`config.mk`:
```
export PLATFORM = sky130hd
export DESIGN_NAME = sdram_burst_colgen
export DESIGN_NICKNAME = d
export VERILOG_FILES = /design/src/rtl/colgen_pkg.sv /design/src/rtl/colgen_len_decode.sv /design/src/rtl/colgen_seq_ctrl.sv /design/src/rtl/colgen_addr_map.sv /design/src/rtl/sdram_burst_colgen.sv
export SDC_FILE = /design/constraint.sdc
export NUM_CORES = 1
export LEC_CHECK = 0
export BUFFER_PORTS_ARGS = -buffer_cell sky130_fd_sc_hd__buf_2
export CORE_ASPECT_RATIO = 0.9
export CORE_MARGIN = 2
export CORE_UTILIZATION = 60
export DETAILED_ROUTE_END_ITERATION = 10
export PLACE_DENSITY = 0.83
export SYNTH_ARGS = -nofsm -noshare
export SYNTH_HDL_FRONTEND = slang
export SYNTH_HIERARCHICAL = 1
export SYNTH_SLANG_ARGS = --single-unit
```
`constraint.sdc`:
```
create_clock -name clk -period 6.35 [get_ports clk]
set_input_delay 0.3175 -clock clk [delete_from_list [all_inputs] [get_ports clk]]
set_output_delay 0.3175 -clock clk [all_outputs]
set_load 0.1 [all_outputs]
```
`src/rtl/colgen_pkg.sv`:
```
package colgen_pkg;
  localparam int LEN_CODE_W = 3;

  typedef enum logic {
    ORD_SEQ = 1'b0,
    ORD_ILV = 1'b1
  } burst_order_e;
endpackage

```
`src/rtl/colgen_len_decode.sv`:
```
module colgen_len_decode
  import colgen_pkg::*;
#(
  parameter int COL_W       = 9,
  parameter int FIX_LOG_MAX = 3
) (
  input  logic [LEN_CODE_W-1:0] len_code,
  input  logic                  interleave,
  input  logic                  single_wr_mode,
  input  logic                  is_write,
  output logic [COL_W-1:0]      mask,
  output logic                  full_page,
  output burst_order_e          order
);
  localparam logic [COL_W-1:0] PAGE_MASK = {COL_W{1'b1}};

  logic one_beat;
  logic code_full;

  always_comb begin
    one_beat  = single_wr_mode && is_write;
    code_full = (len_code > LEN_CODE_W'(FIX_LOG_MAX));
    if (one_beat) begin
      mask      = '0;
      full_page = 1'b0;
    end else if (code_full) begin
      mask      = PAGE_MASK;
      full_page = 1'b1;
    end else begin
      mask      = (COL_W'(1) << len_code) - COL_W'(1);
      full_page = 1'b0;
    end
    order = (interleave && !full_page) ? ORD_ILV : ORD_SEQ;
  end
endmodule

```
`src/rtl/colgen_seq_ctrl.sv`:
```
module colgen_seq_ctrl
  import colgen_pkg::*;
#(
  parameter int COL_W = 9
) (
  input  logic             clk,
  input  logic             rst_n,
  input  logic             req_valid,
  output logic             req_ready,
  input  logic [COL_W-1:0] req_col,
  input  logic [COL_W-1:0] dec_mask,
  input  logic             dec_full,
  input  burst_order_e     dec_order,
  input  logic             stop,
  input  logic             out_ready,
  output logic             beat_valid,
  output logic             beat_last,
  output logic [COL_W-1:0] base_q,
  output logic [COL_W-1:0] cnt_q,
  output logic [COL_W-1:0] mask_q,
  output burst_order_e     order_q
);
  logic busy_q;
  logic full_q;
  logic accept;
  logic handshake;
  logic final_beat;

  always_comb begin
    final_beat = !full_q && (cnt_q == mask_q);
    beat_valid = busy_q;
    beat_last  = busy_q && (final_beat || stop);
    handshake  = busy_q && out_ready;
    req_ready  = !busy_q || (handshake && beat_last);
    accept     = req_valid && req_ready;
  end

  always_ff @(posedge clk) begin
    if (!rst_n) begin
      busy_q  <= 1'b0;
      full_q  <= 1'b0;
      base_q  <= '0;
      cnt_q   <= '0;
      mask_q  <= '0;
      order_q <= ORD_SEQ;
    end else if (accept) begin
      busy_q  <= 1'b1;
      full_q  <= dec_full;
      base_q  <= req_col;
      cnt_q   <= '0;
      mask_q  <= dec_mask;
      order_q <= dec_order;
    end else if (handshake && beat_last) begin
      busy_q <= 1'b0;
    end else if (handshake) begin
      cnt_q <= cnt_q + COL_W'(1);
    end
  end

  // the beat counter never leaves the window picked at acceptance
  p_cnt_in_window_r3: assert property (@(posedge clk) disable iff (!rst_n)
    busy_q |-> ((cnt_q & ~mask_q) == '0));

  // an accepted request is on the outputs in the next cycle
  p_accept_next_r10: assert property (@(posedge clk) disable iff (!rst_n)
    accept |=> (beat_valid && cnt_q == '0));

  // a burst in flight blocks new requests unless it is ending
  p_busy_blocks_r9: assert property (@(posedge clk) disable iff (!rst_n)
    (busy_q && !(out_ready && beat_last)) |-> !req_ready);
endmodule

```
`src/rtl/colgen_addr_map.sv`:
```
module colgen_addr_map
  import colgen_pkg::*;
#(
  parameter int COL_W  = 9,
  parameter bit ILV_EN = 1'b1
) (
  input  logic [COL_W-1:0] base,
  input  logic [COL_W-1:0] cnt,
  input  logic [COL_W-1:0] mask,
  input  burst_order_e     order,
  output logic [COL_W-1:0] col
);
  logic [COL_W-1:0] seq_low;
  logic [COL_W-1:0] low;

  assign seq_low = (base + cnt) & mask;

  generate
    if (ILV_EN) begin : g_ilv
      logic [COL_W-1:0] ilv_low;
      assign ilv_low = (base ^ cnt) & mask;
      assign low     = (order == ORD_ILV) ? ilv_low : seq_low;
    end else begin : g_seq_only
      assign low = seq_low;
    end
  endgenerate

  assign col = (base & ~mask) | low;
endmodule

```
`src/rtl/sdram_burst_colgen.sv`:
```
module sdram_burst_colgen
  import colgen_pkg::*;
#(
  parameter int COL_W       = 9,
  parameter int FIX_LOG_MAX = 3,
  parameter bit ILV_EN      = 1'b1
) (
  input  logic                  clk,
  input  logic                  rst_n,
  input  logic [LEN_CODE_W-1:0] cfg_len_code,
  input  logic                  cfg_interleave,
  input  logic                  cfg_single_write,
  input  logic                  req_valid,
  output logic                  req_ready,
  input  logic [COL_W-1:0]      req_col,
  input  logic                  req_write,
  input  logic                  stop,
  output logic                  out_valid,
  input  logic                  out_ready,
  output logic [COL_W-1:0]      out_col,
  output logic                  out_last
);
  logic [COL_W-1:0] dec_mask;
  logic             dec_full;
  burst_order_e     dec_order;
  logic [COL_W-1:0] base_q;
  logic [COL_W-1:0] cnt_q;
  logic [COL_W-1:0] mask_q;
  burst_order_e     order_q;

  colgen_len_decode #(.COL_W(COL_W), .FIX_LOG_MAX(FIX_LOG_MAX)) i_dec (
    .len_code      (cfg_len_code),
    .interleave    (cfg_interleave),
    .single_wr_mode(cfg_single_write),
    .is_write      (req_write),
    .mask          (dec_mask),
    .full_page     (dec_full),
    .order         (dec_order)
  );

  colgen_seq_ctrl #(.COL_W(COL_W)) i_ctrl (
    .clk       (clk),
    .rst_n     (rst_n),
    .req_valid (req_valid),
    .req_ready (req_ready),
    .req_col   (req_col),
    .dec_mask  (dec_mask),
    .dec_full  (dec_full),
    .dec_order (dec_order),
    .stop      (stop),
    .out_ready (out_ready),
    .beat_valid(out_valid),
    .beat_last (out_last),
    .base_q    (base_q),
    .cnt_q     (cnt_q),
    .mask_q    (mask_q),
    .order_q   (order_q)
  );

  colgen_addr_map #(.COL_W(COL_W), .ILV_EN(ILV_EN)) i_map (
    .base (base_q),
    .cnt  (cnt_q),
    .mask (mask_q),
    .order(order_q),
    .col  (out_col)
  );

  // the last flag only accompanies a valid beat
  p_last_with_valid_r6: assert property (@(posedge clk) disable iff (!rst_n)
    out_last |-> out_valid);

  // a stalled beat keeps its column
  p_stall_hold_r9: assert property (@(posedge clk) disable iff (!rst_n)
    (out_valid && !out_ready) |=> (out_valid && $stable(out_col)));

  // bits above the window stay put from beat to beat
  p_upper_fixed_r3: assert property (@(posedge clk) disable iff (!rst_n)
    (out_valid && out_ready && !out_last) |=>
      (out_valid && (((out_col ^ $past(out_col)) & ~mask_q) == '0)));

  // sequential beats step by one inside the window
  p_seq_step_r5: assert property (@(posedge clk) disable iff (!rst_n)
    (out_valid && out_ready && !out_last && order_q == ORD_SEQ) |=>
      (((out_col - $past(out_col)) & mask_q) == COL_W'(1)));
endmodule

```
* Yosys cells after proc, flatten, opt, wreduce, memory -nomap -nowiden *
Cells that the tools add are included.
Widths: inputs -> output; s select.

cells by class
  add/sub/neg operators = 3
  order comparisons = 1
  eq/ne operators = 1
  shift-type cells = 1
  multiplexer cells = 8
  bitwise gates (word level) = 8
  reduce and logical (&&, ||, !) cells = 15

operators by type and width
  kind                 number
  $and 9x9->9          3
  $mux 9               3
  $add 9x1->9 const B  1
  $add 9x9->9          1
  $eq 9x9->1           1
  $not 9->9            1
  $or 9x9->9           1
  $shl 1x3->9 const A  1
  $sub 9x2->9 const B  1
  $xor 9x9->9          1
  $logic_and 1x1->1    7
  $mux 1               5
  $gt 3x2->1 const B   1
  $logic_not 1->1      3
  $logic_or 1x1->1     2
  $not 1->1            2
  $reduce_and 2->1     1
  $reduce_bool 2->1    1
  $reduce_or 2->1      1

word-level totals
  bits in registers = 30
  bits of input ports = 20
  output and inout bits = 12
  word-level logic and storage cells = 43

* Logic depth before layout (Yosys ltp) *
Gate-level depths: netlist of the first run.

  depth in word-level cells = 8
  mapped depth = 8
  mapped depth without buffers = 8

* Cells and area by module *
The synthesis of the first run kept the hierarchy.

modules (own cells, without submodules)
  module             instances  cells each  area an instance (sq um)  seq. area each (sq um)
  colgen_seq_ctrl    1          169         1431.4                    600.6
  colgen_addr_map    1          67          519.2                     0.0
  colgen_len_decode  1          22          178.9                     0.0

* Worst setup path before layout of the first run *
OpenSTA, ideal clock, no wires.

  path kind = register to output
  start point = register i_ctrl.cnt_q[0]
  end point = output out_col[8]
  arrival time = 3.193 ns
  data required time = 6.032 ns
  setup slack = 2.839 ns
  stages on the path, launching flop included = 9
  path buffers = 0
  cells stage by stage = dfxtp_1 > ha_1 > inv_1 > fa_1 > nand2b_1 > a211oi_2 > a21oi_1 > o211ai_1 > xor2_1

between the ends
  word-level cells in the longest chain between the ends = 4

RTL lines
  what                    RTL line                  RTL
  start, declared         colgen_seq_ctrl.sv:19     output logic [COL_W-1:0] cnt_q,
  start signal, assigned  colgen_seq_ctrl.sv:56     cnt_q <= cnt_q + COL_W'(1);
  $add 9x9->9             colgen_addr_map.sv:16     assign seq_low = (base + cnt) & mask;
  $and 9x9->9             colgen_addr_map.sv:16
  $mux 9                  colgen_addr_map.sv:22     assign low = (order == ORD_ILV) ? ilv_low : seq_low;
  $or 9x9->9              colgen_addr_map.sv:28     assign col = (base & ~mask) | low;
  end, declared           sdram_burst_colgen.sv:20  output logic [COL_W-1:0] out_col,

No other way between the ends.

* Worst setup path after layout of the first run *
Ends and elaborated chain as after synthesis.

==> flow_metrics.tcl, run 1 <==
set metrics [dict create \
    status "complete, no violations" \
    die_x_um 66.8 \
    peakVddDrop_v 0.000148 \
    maxSlewViolCount 0 \
    synth_area_um2 2130 \
    crit_path_max_fanout 5 \
    p_sw_w 0.000202 \
    syn_inst 258 \
    critPathCaptureType "output pin" \
    grt.overflow.total 0 \
    total_power_w 0.000530 \
    antenna_found_initial 0 \
    final_nets 315 \
    fillCellCount 281 \
    die_area_um2 4040 \
    hold_violations 0 \
    routed.top_layer "met4" \
    port-buffer-count 31 \
    clkPwrFrac_pct 31.4 \
    maxSlewHeadroom_pct 35.3 \
    syn2layout_area_growth_pct 11.1 \
    insertion_delay_ps 290 \
    ys_seq_area_share_pct 28.2 \
    route.detailed.drc 0 \
    hold_buffers 0 \
    ios 32 \
    dpl-instance-area_um2 2270 \
    ant_nets 0 \
    viasPerCell 6.05 \
    drt-met1-wl_um 2330 \
    die_h_um 60.5 \
    synth-edff-count 0 \
    power_frac_seq_pct 39.9 \
    p_leak_nw 0.889 \
    first_pass_iters 5 \
    fin_util_pct 70.0 \
    ys_seq_elements 30 \
    power_density_nw_per_um2 224 \
    max_freq_ghz 0.319 \
    cp-startpoint "i_ctrl/cnt_q[0]$_SDFFE_PP0P_" \
    combPwrFrac_pct 28.7 \
    wl_met3_um 292 \
    hp-start "req_col[2]" \
    postCtsSetupRepairBufs 0 \
    ys_warn_count 6 \
    min_period_ps 3140 \
    drt_iter0_markers 114 \
    ys_dominant_reg_cell "dfxtp_1" \
    wire_per_inst_um 15.4 \
    diodes 0 \
    final_cell_area_um2 2370 \
    vias 1992 \
    period_share_pct 49.4 \
    cp.required_ps 6030 \
    cts_made_buffers 5 \
    wl_met2_um 2370 \
    critPathKind "flip-flop to output pin" \
    fp-row-count 20 \
    setup-violations-final 0 \
    cp.arrival_ps 2820 \
    syn_area_per_cell_um2 8.25 \
    cts_tree "done" \
    rsz0062_at_grt "no" \
    gp_congestion 0.910 \
    yosysUniqueCellTypes 56 \
    grt_pass1_vias 1801 \
    final_common_cell "a21oi_1" \
    track_usage_pct 28.1 \
    mostFrequentLayoutCells "a21oi_1, buf_2, dfxtp_1" \
    finClkSkew_ps 8.97 \
    htreeDepth 2 \
    p_sw_share_pct 38.2 \
    cts_sinks 30 \
    clkTransAtPathRegs_ps 70 \
    floorplan.initialDensity_pct 63.0 \
    cts-resized-gates 0 \
    fin_setup_tns_ps 0 \
    synthArstFlopShare_pct 0 \
    grt_pass1_wl_um 8380 \
    fp.coreArea_um2 3380 \
    root_buffer "clkbuf_8" \
    grt_max_degree 22 \
    syn-num-nets 289 \
    tightest_slew_ps 964 \
    r2r_start "i_ctrl/cnt_q[2]$_SDFFE_PP0P_" \
    drv_cap 0 \
    hold_class "input pin to flip-flop" \
    p_int_w 0.000327 \
    drive_gt1_share_pct 23.2 \
    cts_buffer_depth 2 \
    finalWirelength_um 5060 \
    hpwl_um 3620 \
    critPathLaunchType "flip-flop" \
]
synth_stat cells (5+ instances only):
cell type	n	share of area, %
nand2b_1	5	1.5
o31ai_1	6	2.1
nand3_1	19	4.5
nor2_1	16	2.8
o21ai_0	25	5.9
xnor2_1	15	6.2
a21oi_1	32	7.5
or4_1	6	2.1
buf_4	5	1.8
inv_1	11	1.9
dfxtp_1	30	28
nand2_1	10	1.8
ha_1	10	5.9
logic make-up (layout without fill, tap and decap cells):
group                    Yosys count  after routing  share of synthesized area [%]
buffers and inverters             25             52                           6.17
adder cells (fa/ha/maj)           11             11                           6.82
multiplexers                       5              5                           2.76
AND/OR/NAND/NOR                   81             81                           22.0
flip-flops                        30             30                           28.2
AO/OA/AOI/OAI                     89             89                           27.0
XOR/XNOR                          17             17                           6.99
layout make-up:
class	instances	area [µm²]	share of cell area, %
clock buffer	6	82.6	3.49
clock inverter	2	12.5	0.529
inverter	11	41.3	1.75
multi-input combinational	203	1400	59.3
sequential	30	601	25.4
tap	44	55.1	2.33
timing repair buffer	33	170	7.19
final timing paths:
path | end | slack, ps | depth (start not counted)
setup reg to reg | i_ctrl/cnt_q[8]$_SDFFE_PP0P_ | 4230 | 5
hold / removal | i_ctrl/base_q[2]$_SDFFE_PN0P_ | 280 | 3
hold reg to reg | i_ctrl/base_q[8]$_SDFFE_PN0P_ | 490 | 2
setup / recovery | out_col[8] | 3210 | 9
flip-flops by register name, indices dropped and copies added, names as in the netlist:
name	count
i_ctrl/order_q	1
i_ctrl/cnt_q	9
i_ctrl/beat_valid	1
i_ctrl/mask_q	9
i_ctrl/base_q	9
i_ctrl/full_q	1
power groups by stage:
stage,clock [W],combinational [W],sequential [W]
after floorplan,0,0.000123,0.000215
after global placement,0,0.000149,0.000215
after detailed placement,0,0.000151,0.000215
after CTS,0.000168,0.000151,0.000211
after global routing,0.000179,0.000163,0.000213
final,0.000166,0.000152,0.000212
per-stage QoR:
stage	instances	setup slack, ps	hold WS (ps)
finish	329	3210	282
global route	329	3050	270
CTS	329	3180	277
detailed placement	321	3510	478
global placement	321	3570	472
floorplan	258	2840	444
per-layer routing:
layer	up-vias	GRT usage (%)
li1	1002	-
met1	915	37.0
met2	67	46.6
met3	8	4.64
met4	0	11.4
met5	-	0
critical path, cell delays in order (launching register included):
cell	delay, ps
dfxtp_1	430
ha_1	220
inv_1	70
fa_1	380
nand2b_1	170
a211oi_2	340
a21oi_1	120
o211ai_1	220
xor2_1	150
buf_2	440
(Power assumes the default switching activity.)
==> run 2: changes to the inputs <==
--- a/config.mk
+++ b/config.mk
@@ -8,9 +8,9 @@
 export BUFFER_PORTS_ARGS = -buffer_cell sky130_fd_sc_hd__buf_2
 export CORE_ASPECT_RATIO = 0.9
 export CORE_MARGIN = 2
-export CORE_UTILIZATION = 60
+export CORE_UTILIZATION = 57
 export DETAILED_ROUTE_END_ITERATION = 10
-export PLACE_DENSITY = 0.83
+export PLACE_DENSITY = 0.8
 export SYNTH_ARGS = -nofsm -noshare
 export SYNTH_HDL_FRONTEND = slang
 export SYNTH_HIERARCHICAL = 1
==> constraint.sdc (replaced) <==
create_clock -name clk -period 2.9 [get_ports clk]
set_input_delay 0.145 -clock clk [delete_from_list [all_inputs] [get_ports clk]]
set_output_delay 0.145 -clock clk [all_outputs]
set_load 0.1 [all_outputs]
==> flow_metrics.tcl, run 2 (synthesized netlist as in run 1, its figures left out) <==
set metrics [dict create \
    min_period_ps 2760 \
    port-buffer-count 31 \
    mostFrequentLayoutCells "a21oi_1, dfxtp_1, buf_2" \
    place_ws_ps 302 \
    critPathCaptureType "output pin" \
    cts_made_buffers 5 \
    root_buffer "clkbuf_8" \
    period_share_pct 95.2 \
    rsz0062_at_grt "no" \
    setup-violations-final 0 \
    finClkSkew_ps 4.35 \
    drive_gt1_share_pct 24.5 \
    antenna_found_initial 0 \
    max_freq_ghz 0.362 \
    syn2layout_area_growth_pct 13.3 \
    status "complete, no violations" \
    critPathKind "flip-flop to output pin" \
    die_h_um 62.0 \
    viasPerCell 5.98 \
    ant_nets 0 \
    fp-row-count 21 \
    hold_class "input pin to flip-flop" \
    final_common_cell "a21oi_1" \
    track_usage_pct 24.8 \
    vias 1986 \
    wire_per_inst_um 14.7 \
    hpwl_um 3510 \
    drv_cap 0 \
    floorplan.initialDensity_pct 58.3 \
    fp.coreArea_um2 3650 \
    diodes 0 \
    grt_pass1_wl_um 7600 \
    tightest_slew_ps 632 \
    grt.overflow.total 0 \
    p_leak_nw 0.897 \
    final_nets 316 \
    clkTransAtPathRegs_ps 70 \
    peakVddDrop_v 0.000274 \
    fin_setup_tns_ps 0 \
    htreeDepth 2 \
    route.detailed.drc 0 \
    drt_iter0_markers 76 \
    cp.required_ps 2760 \
    ios 32 \
    die_x_um 68.4 \
    finalWirelength_um 4870 \
    cp.arrival_ps 2620 \
    power_density_nw_per_um2 486 \
    crit_path_max_fanout 5 \
    hold_violations 0 \
    gp_congestion 0.920 \
    reg_top3 "i_ctrl/base_q x9, i_ctrl/cnt_q x9, i_ctrl/mask_q x9" \
    maxSlewHeadroom_pct 57.8 \
    insertion_delay_ps 300 \
    grt_max_degree 22 \
    cts_buffer_depth 2 \
    hold_buffers 0 \
    maxSlewViolCount 0 \
    cts_sinks 30 \
    cts_tree "done" \
    critPathLaunchType "flip-flop" \
    grt_pass1_vias 1574 \
    fin_ws_ps 139 \
    first_pass_iters 5 \
    die_area_um2 4240 \
]
[run 2: cell count changes in the layout (fill, tap and decap cells not counted), sizes merged]
cell / previous run / this run
buf: 33 / 34
[run 2: worst max-delay path, stage by stage (launching register included)]
cell and delay [ps]:
dfxtp_2 390, ha_1 210, inv_1 60, fa_1 400
nand2b_1 200, a211oi_4 290, a21oi_1 110, o211ai_1 270
xor2_2 210, buf_12 200
[run 2: metal layers]
metal  share of wire [%]  vias up  GRT usage, %  wire, µm
li1                    -      994             -         -
met4                 1.7        0          8.86        82
met1                  49      946          34.6      2370
met5                   0        -             0         0
met2                  45       38          36.0      2210
met3                 4.2        8          7.57       202
[run 2: layout make-up]
type / count / area (µm²)
Multi-Input combinational cell: 203 / 1420
Fill cell: 317 / 1240
Sequential cell: 30 / 602
Timing Repair Buffer: 34 / 195
Clock buffer: 6 / 82.6
Tap cell: 46 / 57.6
Inverter: 11 / 41.3
Clock inverter: 2 / 12.5
[run 2: worst paths after layout]
kind,start,slack (ps),depth (start not counted),to
max,i_ctrl/cnt_q[0]$_SDFFE_PP0P_,140,9,out_col[8]
min,req_col[6],100,3,i_ctrl/base_q[6]$_SDFFE_PN0P_
max reg2reg,i_ctrl/cnt_q[2]$_SDFFE_PP0P_,820,5,i_ctrl/cnt_q[0]$_SDFFE_PP0P_
min reg2reg,i_ctrl/base_q[0]$_SDFFE_PN0P_,490,2,i_ctrl/base_q[0]$_SDFFE_PN0P_
[run 2: where the power goes]
group | leakage (nW) | internal [W] | total (W) | switching, W
Clock | 0.0472 | 0.000191 | 0.000370 | 0.000180
Sequential | 0.246 | 0.000435 | 0.000465 | 0.0000299
Combinational | 0.604 | 0.0000965 | 0.000336 | 0.000240
Total | 0.897 | 0.000722 | 0.00117 | 0.000450
[run 2: through the flow]
stage / area, µm² / total power, W / hold WS, ps / utilization, % / cells
after CTS: 2400 / 0.00117 / 98.6 / 65.8 / 332
after global routing: 2410 / 0.00123 / 123 / 66.1 / 332
after floorplan: 2140 / 0.000742 / 277 / - / 258
after global placement: 2310 / 0.000804 / 406 / 63.2 / 324
after detailed placement: 2310 / 0.000808 / 415 / 63.2 / 324
final: 2410 / 0.00117 / 98.4 / 66.1 / 332
[run 2: timing repair]
action,in CTS,in global routing
pin swaps,0,1
buffers inserted,0,0
setup endpoints to repair,1,3
gates resized for setup,1,2
==> run 3: changes to the inputs <==
==> constraint.sdc (replaced) <==
create_clock -name clk -period 2.9 [get_ports clk]
set_input_delay 0.58 -clock clk [delete_from_list [all_inputs] [get_ports clk]]
set_output_delay 0.58 -clock clk [all_outputs]
set_load 0.1 [all_outputs]
==> flow_metrics.tcl, run 3 (synthesized netlist as in run 1, its figures left out) <==
set metrics [dict create \
    cts_tree "done" \
    tightest_slew_ps 697 \
    antenna_found_initial 0 \
    grt_max_degree 22 \
    insertion_delay_ps 290 \
    root_buffer "clkbuf_8" \
    port-buffer-count 31 \
    setup-violations-final 2 \
    mostFrequentLayoutCells "a21oi_1, dfxtp_1, buf_2" \
    ant_nets 0 \
    fin_ws_ps -100 \
    wire_per_inst_um 15.8 \
    vias 2073 \
    critPathKind "flip-flop to output pin" \
    max_freq_ghz 0.333 \
    syn2layout_area_growth_pct 22.9 \
    finClkSkew_ps 6.20 \
    grt.overflow.total 0 \
    failed_checks "setup timing" \
    drive_gt1_share_pct 30.3 \
    power_density_nw_per_um2 457 \
    rrSetupSlack_ps 820 \
    diodes 0 \
    cts_made_buffers 5 \
    fp.coreArea_um2 3650 \
    rsz0062_at_grt "yes" \
    route.detailed.drc 0 \
    hold_violations 0 \
    maxSlewHeadroom_pct 53.5 \
    gp_congestion 0.912 \
    cp.required_ps 2320 \
    critPathLaunchType "flip-flop" \
    die_x_um 68.4 \
    p_leak_nw 0.987 \
    cp.arrival_ps 2420 \
    crit_path_max_fanout 4 \
    final_cell_area_um2 2620 \
    die_area_um2 4240 \
    dpl-instance-area_um2 2430 \
    cts_sinks 30 \
    r2r_start "i_ctrl/cnt_q[2]$_SDFFE_PP0P_" \
    first_pass_iters 5 \
    numPlacedInstances 330 \
    ios 32 \
    hold_class "flip-flop to flip-flop" \
    final_nets 327 \
    instances_no_fill 343 \
    drv_cap 0 \
    viasPerCell 6.04 \
    min_period_ps 3000 \
    reg2reg_depth 6 \
    floorplan.initialDensity_pct 58.3 \
    htreeDepth 2 \
    cts_buffer_depth 2 \
    r2r-end "i_ctrl/cnt_q[0]$_SDFFE_PP0P_" \
    finalWirelength_um 5420 \
    holdPathStages 2 \
    hold_end "i_ctrl/base_q[4]$_SDFFE_PN0P_" \
    peakVddDrop_v 0.000332 \
    maxSlewViolCount 0 \
    die_h_um 62.0 \
    period_share_pct 103 \
    critPathSlowestCell "dfxtp_2" \
    drt_iter0_markers 171 \
    clkTransAtPathRegs_ps 70 \
    hp-start "i_ctrl/base_q[4]$_SDFFE_PN0P_" \
    cpPeakStageDelay_ps 360 \
    status "finished, violations left" \
    fp-row-count 21 \
    hpwl_um 3800 \
    cp_cell_sequence "ha_4, inv_2, fa_2, nand2b_4, a211oi_4, a21oi_2, o211ai_1, xor2_2, buf_12" \
    critPathCaptureType "output pin" \
    grt_pass1_vias 1785 \
    grt_pass1_wl_um 8720 \
    track_usage_pct 28.7 \
    reg_top3 "i_ctrl/base_q x9, i_ctrl/cnt_q x9, i_ctrl/mask_q x9" \
]
-- run 3: area by class of cell --
| type | count | area [µm²] |
|---|---|---|
| multi-input cells | 203 | 1490 |
| fillers | 297 | 1030 |
| flip-flops and latches | 30 | 603 |
| repair buffers | 45 | 335 |
| clock buffers | 7 | 86.3 |
| well taps | 46 | 57.6 |
| inverters | 11 | 41.3 |
| clock inverters | 1 | 5.00 |
-- run 3: worst max path at each step --
| stage | startpoint | endpoint | cells past startpoint |
|---|---|---|---|
| after floorplan | i_ctrl/cnt_q[0]$_SDFFE_PP0P_ | out_col[8] | 8 |
| after global placement | i_ctrl/base_q[0]$_SDFFE_PN0P_ | out_col[8] | 9 |
| after detailed placement | i_ctrl/base_q[0]$_SDFFE_PN0P_ | out_col[8] | 9 |
| after CTS | i_ctrl/cnt_q[0]$_SDFFE_PP0P_ | out_col[8] | 9 |
| after global routing | i_ctrl/cnt_q[0]$_SDFFE_PP0P_ | out_col[8] | 9 |
| final | i_ctrl/cnt_q[0]$_SDFFE_PP0P_ | out_col[8] | 9 |
-- run 3: per-layer routing --
metal  global-route usage, %  vias up  wire (µm)
met3                    6.31        9        390
li1                        -     1021          -
met2                    41.9       75       2420
met1                    40.5      968       2510
met5                       0        -          0
met4                    12.9        0        102
-- run 3: what timing repair did --
action	in CTS	in global routing
pin swaps	7	6
gates cloned	0	0
resized for setup	9	3
endpoints found under the hold margin	0	0
endpoints found under the setup margin	3	4
buffers inserted	4	3
hold buffers	0	0
-- run 3: worst max-delay path, delay by kind of cell (launching register included) --
kind,cells,cell delay (ps)
AO/OA/AOI/OAI,3,680
adder cells (fa/ha/maj),2,480
flip-flops,1,360
buffers and inverters,2,240
XOR/XNOR,1,210
AND/OR/NAND/NOR,1,160
-- run 3: power by group --
| part | total [W] | internal [W] | leakage (nW) | switching (W) |
|---|---|---|---|---|
| clock | 0.000359 | 0.000191 | 0.0482 | 0.000168 |
| combinational | 0.000372 | 0.000121 | 0.692 | 0.000251 |
| sequential | 0.000467 | 0.000436 | 0.246 | 0.0000309 |
-- run 3: through the flow --
step,setup TNS (ps),util (%),worst slack (ps),total power [W],hold WS [ps]
6_report,-146,71.7,-100,0.00120,493
5_1_grt,-375,71.7,-204,0.00125,504
4_1_cts,-116,70.8,-110,0.00120,492
3_5_place_dp,0,66.5,60.7,0.000837,480
3_3_place_gp,0,66.5,102,0.000832,476
2_1_floorplan,-595,-,-386,0.000748,444
